==> src/rtl/clkdiv_pkg.sv <==
package clkdiv_pkg;

  typedef enum logic {BANK_A, BANK_B} bankKind_e;

  // strobes from the counting control to the output datapath
  typedef struct packed {
    logic riseHalf;    // divided clock high for the coming full source cycle
    logic holdHalf;    // extend the high phase by half a cycle (odd ratios)
    logic parkWindow;  // last count of the period: output is low here
  } divStrobe_t;

  function automatic int ratioOf(bankKind_e kind, logic [1:0] sel);
    int r;
    if (kind == BANK_A) begin
      case (sel)
        2'b00:   r = 4;
        2'b01:   r = 5;
        2'b10:   r = 8;
        default: r = 16;
      endcase
    end else begin
      case (sel)
        2'b00:   r = 2;
        2'b01:   r = 4;
        2'b10:   r = 5;
        default: r = 8;
      endcase
    end
    return r;
  endfunction

endpackage

==> src/rtl/bank_div_ctrl.sv <==
module bank_div_ctrl
  import clkdiv_pkg::*;
#(
  parameter bankKind_e KIND  = BANK_A,
  parameter int        DIV_W = 5
) (
  input  logic       clk,
  input  logic       rst,
  input  logic [1:0] sel,
  output divStrobe_t strb
);

  logic [DIV_W-1:0] cnt;
  logic [DIV_W-1:0] curDiv;
  logic [DIV_W-1:0] selDiv;
  logic [DIV_W-1:0] cntNext;
  logic [DIV_W-1:0] halfLo;
  logic [DIV_W-1:0] holdCnt;
  logic             atEnd;

  assign selDiv  = DIV_W'(ratioOf(KIND, sel));
  assign atEnd   = (cnt == curDiv - DIV_W'(1));
  assign cntNext = atEnd ? '0 : cnt + DIV_W'(1);
  assign halfLo  = curDiv >> 1;
  assign holdCnt = (curDiv - DIV_W'(3)) >> 1;

  // reset parks the counter on its terminal count so the first
  // released edge starts a fresh period with the current select
  always_ff @(posedge clk) begin
    if (rst) begin
      curDiv <= selDiv;
      cnt    <= selDiv - DIV_W'(1);
    end else begin
      cnt <= cntNext;
      if (atEnd) curDiv <= selDiv;
    end
  end

  always_comb begin
    strb.riseHalf   = atEnd | (cntNext < halfLo);
    strb.holdHalf   = curDiv[0] & (cnt == holdCnt);
    strb.parkWindow = atEnd;
  end

  // count never leaves the range of the active ratio
  assert_cnt_in_range_R1: assert property (
    @(posedge clk) disable iff (rst) cnt < curDiv
  ) else $error("count out of range");

  // active ratio only moves on the wrap to zero
  assert_ratio_hold_R5: assert property (
    @(posedge clk) disable iff (rst)
      (!$past(rst) && cnt != '0) |-> $stable(curDiv)
  ) else $error("ratio changed mid-period");

endmodule

==> src/rtl/bank_div_dpath.sv <==
module bank_div_dpath
  import clkdiv_pkg::*;
#(
  parameter int PAIRS = 2
) (
  input  logic             clk,
  input  logic             rst,
  input  logic             oe,
  input  divStrobe_t       strb,
  output logic [PAIRS-1:0] qTrue,
  output logic [PAIRS-1:0] qComp
);

  logic hiP;    // rising-edge half of the divided clock
  logic hiN;    // falling-edge extension for odd ratios
  logic gate;   // enable, re-timed into the low phase
  logic divClk;

  always_ff @(posedge clk) begin
    if (rst) hiP <= 1'b0;
    else     hiP <= strb.riseHalf;
  end

  always_ff @(negedge clk) begin
    if (rst) begin
      hiN  <= 1'b0;
      gate <= oe;
    end else begin
      hiN <= strb.holdHalf;
      if (strb.parkWindow) gate <= oe;
    end
  end

  assign divClk = (hiP | hiN) & gate & ~rst;

  for (genvar i = 0; i < PAIRS; i++) begin : g_pair
    assign qTrue[i] = divClk;
    assign qComp[i] = ~divClk;
  end

  // the half-cycle extension always overlaps the main high phase
  assert_half_overlap_R3: assert property (
    @(posedge clk) disable iff (rst) hiN |-> hiP
  ) else $error("half-cycle term without main high phase");

  // enable gate never moves while the divided clock is high
  assert_gate_quiet_R6: assert property (
    @(negedge clk) disable iff (rst) hiP |=> $stable(gate)
  ) else $error("enable changed during high phase");

endmodule

==> src/rtl/dual_bank_clkdiv.sv <==
module dual_bank_clkdiv
  import clkdiv_pkg::*;
#(
  parameter int A_PAIRS = 2,
  parameter int B_PAIRS = 4,
  parameter int MAX_DIV = 16
) (
  input  logic               srcClk,
  input  logic               masterRst,
  input  logic [1:0]         ratioSelA,
  input  logic [1:0]         ratioSelB,
  input  logic               outEnA,
  input  logic               outEnB,
  output logic [A_PAIRS-1:0] clkOutA,
  output logic [A_PAIRS-1:0] clkOutAn,
  output logic [B_PAIRS-1:0] clkOutB,
  output logic [B_PAIRS-1:0] clkOutBn
);

  localparam int DIV_W = $clog2(MAX_DIV + 1);

  divStrobe_t strbA;
  divStrobe_t strbB;

  bank_div_ctrl #(.KIND(BANK_A), .DIV_W(DIV_W)) i_ctrlA (
    .clk(srcClk), .rst(masterRst), .sel(ratioSelA), .strb(strbA)
  );

  bank_div_dpath #(.PAIRS(A_PAIRS)) i_dpathA (
    .clk(srcClk), .rst(masterRst), .oe(outEnA), .strb(strbA),
    .qTrue(clkOutA), .qComp(clkOutAn)
  );

  bank_div_ctrl #(.KIND(BANK_B), .DIV_W(DIV_W)) i_ctrlB (
    .clk(srcClk), .rst(masterRst), .sel(ratioSelB), .strb(strbB)
  );

  bank_div_dpath #(.PAIRS(B_PAIRS)) i_dpathB (
    .clk(srcClk), .rst(masterRst), .oe(outEnB), .strb(strbB),
    .qTrue(clkOutB), .qComp(clkOutBn)
  );

endmodule

==> config.mk <==
export PLATFORM = sky130hd
export DESIGN_NAME = dual_bank_clkdiv
export DESIGN_NICKNAME = d
export VERILOG_FILES = /design/src/rtl/clkdiv_pkg.sv /design/src/rtl/bank_div_ctrl.sv /design/src/rtl/bank_div_dpath.sv /design/src/rtl/dual_bank_clkdiv.sv
export SDC_FILE = /design/constraint.sdc
export NUM_CORES = 1
export LEC_CHECK = 0
export ABC_AREA = 1
export BUFFER_PORTS_ARGS = -buffer_cell sky130_fd_sc_hd__buf_2
export CORE_MARGIN = 8
export CORE_UTILIZATION = 40
export CTS_CLUSTER_SIZE = 10
export DETAILED_ROUTE_END_ITERATION = 12
export PLACE_DENSITY_LB_ADDON = 0.3
export SYNTH_ARGS = -nofsm -noshare
export SYNTH_HDL_FRONTEND = slang
export SYNTH_HIERARCHICAL = 1
export SYNTH_SLANG_ARGS = --single-unit
export TNS_END_PERCENT = 5
==> constraint.sdc <==
create_clock -name srcClk -period 3 [get_ports srcClk]
set_input_delay 0.75 -clock srcClk [delete_from_list [all_inputs] [get_ports srcClk]]
set_output_delay 0.75 -clock srcClk [all_outputs]
set_load 0.01 [all_outputs]
==> results of run 1 <==
==> critical path, stage by stage (launching register included) <==
cell and delay, ns:
edfxtp_1 0.39, inv_1 0.07, nor2_1 0.03, nand2_1 0.08, buf_2 0.14
==> cell usage in the layout (no fill, tap or decap) <==
cell type	Yosys	routed
xor2_1	7	7
nand3_1	11	11
xnor2_1	4	4
or2_1	2	2
inv_1	51	49
o211ai_1	2	2
nor2_1	28	25
ha_2	0	1
a2111oi_2	0	1
a21oi_2	1	1
nor3_1	1	1
edfxtp_1	10	10
nor4_1	1	1
ha_4	0	1
nor2_2	2	5
nand2_2	1	1
o21ai_0	12	12
nand3b_1	1	1
inv_2	4	8
clkbuf_8	0	4
a21oi_1	4	4
nand3_2	1	1
buf_2	0	19
dfxtp_1	14	14
a211oi_1	1	1
buf_4	12	17
nand2_1	65	65
ha_1	15	13
==> registers in the layout (all words and copies together) (netlist names), 4 cells and up, named ones only <==
signal          cells
i_ctrlA/cnt         4
i_ctrlA/curDiv      4
i_ctrlB/cnt         4
i_ctrlB/curDiv      4
==> cell type report <==
cell class / count / area (um2) / area share, %
Clock buffer: 4 / 55.1 / 2.71
Clock inverter: 4 / 15.0 / 0.738
Inverter: 53 / 199 / 9.78
Multi-Input combinational cell: 160 / 897 / 44.1
Sequential cell: 24 / 581 / 28.5
Tap cell: 52 / 65.1 / 3.20
Timing Repair Buffer: 36 / 223 / 10.9
==> stage by stage <==
stage / hold slack (ns) / setup slack, ns / area (um2) / instances
5_1_grt: 0.638 / -0.398 / 2030 / 333
6_report: 0.580 / -0.287 / 2030 / 333
3_5_place_dp: 0.562 / -0.0734 / 1960 / 327
4_1_cts: 0.587 / -0.314 / 2020 / 333
3_3_place_gp: 0.540 / -0.0509 / 1960 / 327
2_1_floorplan: 0.495 / -0.207 / 1760 / 251
==> power by group <==
part | internal [mW] | switching (mW) | leakage [nW]
clock | 0.124 | 0.114 | 0.0501
sequential | 0.387 | 0.0437 | 0.217
combinational | 0.177 | 0.232 | 0.839
==> cells by family after synthesis <==
family,count (synthesis),synth area share (%)
AND/OR/NAND/NOR,113,26.6
adder cells (fa/ha/maj),15,10.8
buffers and inverters,67,17.0
XOR/XNOR,11,5.52
flip-flops,24,33.3
AO/OA/AOI/OAI,21,6.88
==> per-layer routing <==
layer,wire (um),part of all wire (%),track usage (%)
met1,1700,50,13.9
met2,1490,44,18.5
met3,182,5.3,2.08
met4,38,1.1,3.68
met5,0,0,0
==> timing repair <==
item	CTS	global route
pin swaps	2	2
gates resized for setup	3	6
endpoints found under the setup margin	15	16
==> how the worst max path moves through the flow <==
| stage | endpoint | slack, ns |
|---|---|---|
| 2_1_floorplan | i_dpathB/gate$_DFFE_NP_ | -0.21 |
| 3_3_place_gp | i_dpathB/hiN$_SDFF_NP0_ | -0.05 |
| 3_5_place_dp | i_dpathB/gate$_DFFE_NP_ | -0.07 |
| 4_1_cts | clkOutBn[2] | -0.31 |
| 5_1_grt | clkOutBn[3] | -0.40 |
| 6_report | clkOutBn[2] | -0.29 |
==> implementation parameters, run 1 <==
Parameter                              Value

Run status
  Outcome ... finished, violations left
  Failing checks ... negative setup slack

Critical path
  Category of the critical setup timing path ... reg -> out
  First element of the critical path ... i_dpathB/gate$_DFFE_NP_
  Reg-to-Reg Start ... i_ctrlB/curDiv[0]$_DFFE_PP_
  Minimum setup slack among reg-to-reg paths ... -0.03 ns
  Terminus of the critical flop-to-flop path ... i_dpathB/gate$_DFFE_NP_
  Endpoint kind of the worst setup timing path ... output pin
  Signal arrival time at the worst endpoint ... 2.54 ns
  Required time of the critical path ... 2.25 ns
  Worst-path fanout max ... 4
  Cell count of the worst reg-to-reg path ... 10
  Setup crit start kind ... register

Die
  Die Ht ... roughly 80 um
  Top Ports ... 20
  Die area ... roughly 6700 um2
  Initial core utilization ... 40.9%
  Number of standard-cell rows in the floorplan ... 24
  Die extent in x ... 82.1 um
  Core region area ... 4260 um2

CTS
  Max Buffers Root-to-Sink ... 2
  Post-CTS Hold Fix Bufs ... 0
  Clock-pin slew on the worst setup and hold paths ... 0.09 ns
  Post-CTS setup repair buffer count ... 0
  Htree depth ... 1
  CTS tree ... built
  Clock root cell ... clkbuf_8
  Source-to-sink clock delay at the later pin of the worst-skew pair ... 0.32 ns
  TritonCTS sink count ... 24
  Total CTS buffers ... 3

Layout
  Area Overhead vs Synth ... 16.6%
  Number of antenna repair diodes ... 0
  Total Nets Final ... 305
  Fin util ... 47.7%
  Count of filler cells inserted in the layout ... 449
  Share of post-route cells with drive strength above 1 ... a little over a fifth

Worst hold path
  Hold_sp ... i_ctrlA/cnt[0]$_DFF_P_
  Path category of the worst min-delay check ... reg -> reg
  Worst hold path depth ... 1
  Endpoint of the worst hold-timing path ... i_ctrlA/cnt[0]$_DFF_P_

Detailed routing
  DRC violation count after routing ... 0
  Vias post-DR ... between 1000 and 1500
  Initial DRC count ... 45
  Average wire per standard cell ... 10.2 um
  First-pass detailed-route iteration total ... 5
  DR vias/cell ... 4.46
  Wire length reported by the detailed router ... 3400 um
  Final ANT Viol Nets ... 0

Synth
  Number of storage elements in the synthesis netlist ... 24
  Number of nets produced by synthesis ... 274
  Top cells by area in the synthesized netlist ... edfxtp_1 17%, dfxtp_1 16%, nand2_1 14%, inv_1 11%, ha_1 11%
  Post-synth cell types ... 24
  Synth top area share ... approximately 17%
  Synth warn ... 6
  Predominant post-synthesis flop cell ... dfxtp_1
  Commonest cells in the netlist ... 65 x nand2_1, 51 x inv_1, 28 x nor2_1, 15 x ha_1, 14 x dfxtp_1
  Synthesized instance count ... approximately 250
  Mean instance size in the synthesized netlist ... a little under 7 um2
  Netlist Area Pre-Place ... 1750 um2
  Proportion of register bits with asynchronous set or reset after synthesis ... 0%
  Post-synth EDFFs ... 10
  Library cell occupying the most area in the post-synthesis netlist ... edfxtp_1
  Top-count cell post-synth ... nand2_1
  Sequential-to-total area share from yosys stat ... 33.3%

Global route
  Vias in the first global route ... 1426
  Wire length of the first global-routing pass ... 5910 um
  Antenna violations before repair ... 0
  GRT Total Usage ... 11.1%
  Global route overflow ... 0
  Maximum number of pins on one net before global-route repair ... 14

Power
  Total leakage power ... 1.11 nW
  Total power of the final layout ... 1.08 mW
  Worst voltage drop across the vdd grid ... 0.199 mV
  Total power divided by cell area ... 530 nW/um2

Placement
  Estimated wirelength of the detail-placed design ... 2870 um
  Final weighted congestion in routability-driven placement ... 0.879
  Number of buffer cells added on primary ports ... 19

Timing
  Aggregate negative setup slack ... -3.09 ns
  Tightest Pin Transition ... between 0.2 and 0.3 ns
  Worst Skew ... 0.0639 ns
  Setup-failing EPs final ... 14
  Number of hold violations in the final report ... 0
  Number of max-slew violations in the final report ... 0
  Unrepaired setup endpoints after global routing ... yes
  Smallest setup slack after layout ... -0.287 ns
  Worst slew margin ... 82.5%

Job
  Count of max-cap constraint violations ... 0
Power figures use the tool's default switching activity.
==> run 2, diff against run 1 <==
Settings changed: CORE_MARGIN 8 to default.
==> run 2 against run 1 <==
  * First-iteration DRC count is 13% lower
  * Register-to-register slack hardly changed
  * Clock power is 29% higher
  * Global-route usage is 4.8 points higher
  * Cell area is 1.4% higher
  * Power is 6.9% higher
  * Clock-buffer cell count is 1 lower
  * Routed wire length is 3.4% lower
  * Critical path depth is 1 lower
  * Final cell count is 0.90% lower
  * The flow still finishes with violations (negative setup slack)
  * Sequential share of layout area is 0.40 points lower
  * Hold slack worse by 0.0061 ns
  * Largest power group unchanged
  * Largest cell class unchanged
==> implementation parameters, run 2 (synthesis results as in run 1) <==
Parameter                              Value

Power
  Total leakage power ... 1.11 nW (+0.20%)
  Worst voltage drop across the vdd grid ... 0.195 mV (-2.2%)
  Sequential group share of total power ... 37.4% (-2.5 points)
  Total power divided by cell area ... 559 nW/um2 (+5.4%)
  Total power of the final layout ... 1.15 mW (+6.9%)
  Relative contribution of the clock network to total power ... 26.7% (+4.6 points)
  Gate power share ... 35.9% (-2.0 points)
  Sw Pwr ... 0.402 mW (+3.1%)
  Internal power summed over all cells ... 0.750 mW (+9.1%)
  Sw frac ... 34.9% (-1.3 points)

Placement
  Number of buffer cells added on primary ports ... 19 (unchanged)
  Placed Area ... 1950 um2 (-0.51%)
  Placed cell count ... 324 (-0.92%)
  Final weighted congestion in routability-driven placement ... 0.883 (+0.41%)
  Estimated wirelength of the detail-placed design ... 2570 um (-10%)

Layout
  Number of antenna repair diodes ... 0 (unchanged)
  Count of filler cells inserted in the layout ... 411 (-8.5%)
  Commonest cells after routing, fill and taps aside ... 65 x nand2_1, 47 x inv_1, 25 x nor2_1
  Post-layout instance area ... 2060 um2 (+1.4%)
  Fin util ... 50.5% (+2.8 points)
  Total Nets Final ... 304 (-0.33%)
  Area Overhead vs Synth ... 18.2%
  Commonest non-fill, non-tap cell in the layout ... nand2_1
  Fin cells ... 330 (-0.90%)
  Share of post-route cells with drive strength above 1 ... 22.1% (+1.1 points)

Timing
  Unrepaired setup endpoints after global routing ... yes
  Worst Skew ... 0.0645 ns (+0.000526 ns)
  Tightest Pin Transition ... 0.284 ns (+0.0215 ns)
  Number of hold violations in the final report ... 0 (unchanged)
  Aggregate negative setup slack ... -3.11 ns (-0.0183 ns)
  Smallest setup slack after layout ... -0.270 ns (+0.0166 ns)
  Number of max-slew violations in the final report ... 0 (unchanged)
  Setup-failing EPs final ... 14 (unchanged)
  Worst slew margin ... 81.0% (-1.4 points)

CTS
  Htree depth ... 1 (unchanged)
  Source-to-sink clock delay at the later pin of the worst-skew pair ... 0.33 ns (about the same)
  Clock-pin slew on the worst setup and hold paths ... 0.09 ns (about the same)
  Clock root cell ... clkbuf_8
  TritonCTS sink count ... 24 (unchanged)
  CTS tree ... built
  Post-CTS Hold Fix Bufs ... 0 (unchanged)
  Max Buffers Root-to-Sink ... 2 (unchanged)
  Total CTS buffers ... 3 (unchanged)

Global route
  Wire length of the first global-routing pass ... 5500 um (-7.0%)
  Vias in the first global route ... 1340 (-6.0%)
  Global route overflow ... 0 (unchanged)
  Maximum number of pins on one net before global-route repair ... 15 (+1)
  GRT Total Usage ... 15.9% (+4.8 points)
  Antenna violations before repair ... 0 (unchanged)

Critical path
  Required time of the critical path ... 2.25 ns (about the same)
  Setup crit start kind ... register
  Worst-path fanout max ... 4 (unchanged)
  Signal arrival time at the worst endpoint ... 2.52 ns (-0.02 ns)
  Category of the critical setup timing path ... reg -> out
  Minimum setup slack among reg-to-reg paths ... -0.04 ns (about the same)
  Endpoint kind of the worst setup timing path ... output pin

Detailed routing
  DR vias/cell ... 4.62 (+3.4%)
  Initial DRC count ... 39 (-13%)
  Wire length reported by the detailed router ... 3290 um (-3.4%)
  DRC violation count after routing ... 0 (unchanged)
  Final ANT Viol Nets ... 0 (unchanged)
  First-pass detailed-route iteration total ... 4 (-1)
  Average wire per standard cell ... 9.96 um (-2.5%)
  Vias post-DR ... 1523 (+2.5%)

Job
  Count of max-cap constraint violations ... 0 (unchanged)

Run status
  Failing checks ... negative setup slack
  Outcome ... finished, violations left

Die
  Top Ports ... 20 (unchanged)
  Initial core utilization ... 42.7% (+1.8 points)
  Die area ... 4630 um2 (-31%)
  Die extent in x ... 68.1 um (-17%)
  Core region area ... 4090 um2 (-4.2%)
  Die Ht ... 68.1 um (-17%)
  Number of standard-cell rows in the floorplan ... 23 (-4.2%)

Worst hold path
  Path category of the worst min-delay check ... reg -> reg
-- run 2: area by class of cell --
type / instances / area (um2) / area share [%]
clock buffer: 3 / 41.3 / 2.00
timing repair buffer: 35 / 215 / 10.4
multi-input combinational: 160 / 920 / 44.6
clock inverter: 5 / 45.0 / 2.18
tap: 50 / 62.6 / 3.03
sequential: 24 / 581 / 28.1
inverter: 53 / 199 / 9.64
-- run 2: worst paths after layout --
| check | start | endpoint | cells past startpoint |
|---|---|---|---|
| max | i_dpathB/hiN$_SDFF_NP0_ | clkOutB[0] | 3 |
| min | i_ctrlA/cnt[0]$_DFF_P_ | i_ctrlA/cnt[0]$_DFF_P_ | 1 |
| max reg2reg | i_ctrlA/curDiv[2]$_DFFE_PP_ | i_dpathA/gate$_DFFE_NP_ | 10 |
| min reg2reg | i_ctrlA/cnt[0]$_DFF_P_ | i_ctrlA/cnt[0]$_DFF_P_ | 1 |
-- run 2: metal layers --
layer | up-vias | track usage (%) | routed length (um) | part of all wire [%]
met5 | - | 0 | 0 | 0
met4 | 0 | 7.03 | 61 | 1.9
met3 | 5 | 2.17 | 124 | 3.8
met2 | 42 | 25.9 | 1480 | 45
met1 | 665 | 20.7 | 1620 | 49
li1 | 811 | - | - | -
-- run 2: power by group through the flow --
stage          clock (mW)  combinational (mW)  sequential, mW
2_1_floorplan      0.0124               0.309           0.428
3_3_place_gp       0.0124               0.387           0.437
3_5_place_dp       0.0124               0.393           0.436
4_1_cts             0.314               0.401           0.430
5_1_grt             0.329               0.479           0.439
6_report            0.308               0.413           0.432
-- run 2: repair_timing --
item / CTS / global route
gates resized for setup: 6 / 9
pin swaps: 1 / 1
hold endpoints to repair: 0 / 0
setup endpoints to repair: 16 / 16
buffers inserted: 0 / 0
-- run 2: stage by stage --
step,hold WS [ns],setup slack (ns)
global placement,0.538,-0.0852
floorplan,0.495,-0.207
finish,0.574,-0.270
global route,0.609,-0.380
detailed placement,0.548,-0.0791
CTS,0.574,-0.288
-- run 2: worst max-delay path, cell delays in order, from the launching register on --
cell     delay [ns]
dfxtp_1        0.30
nor2_1         0.19
nor2_4         0.06
buf_2          0.14
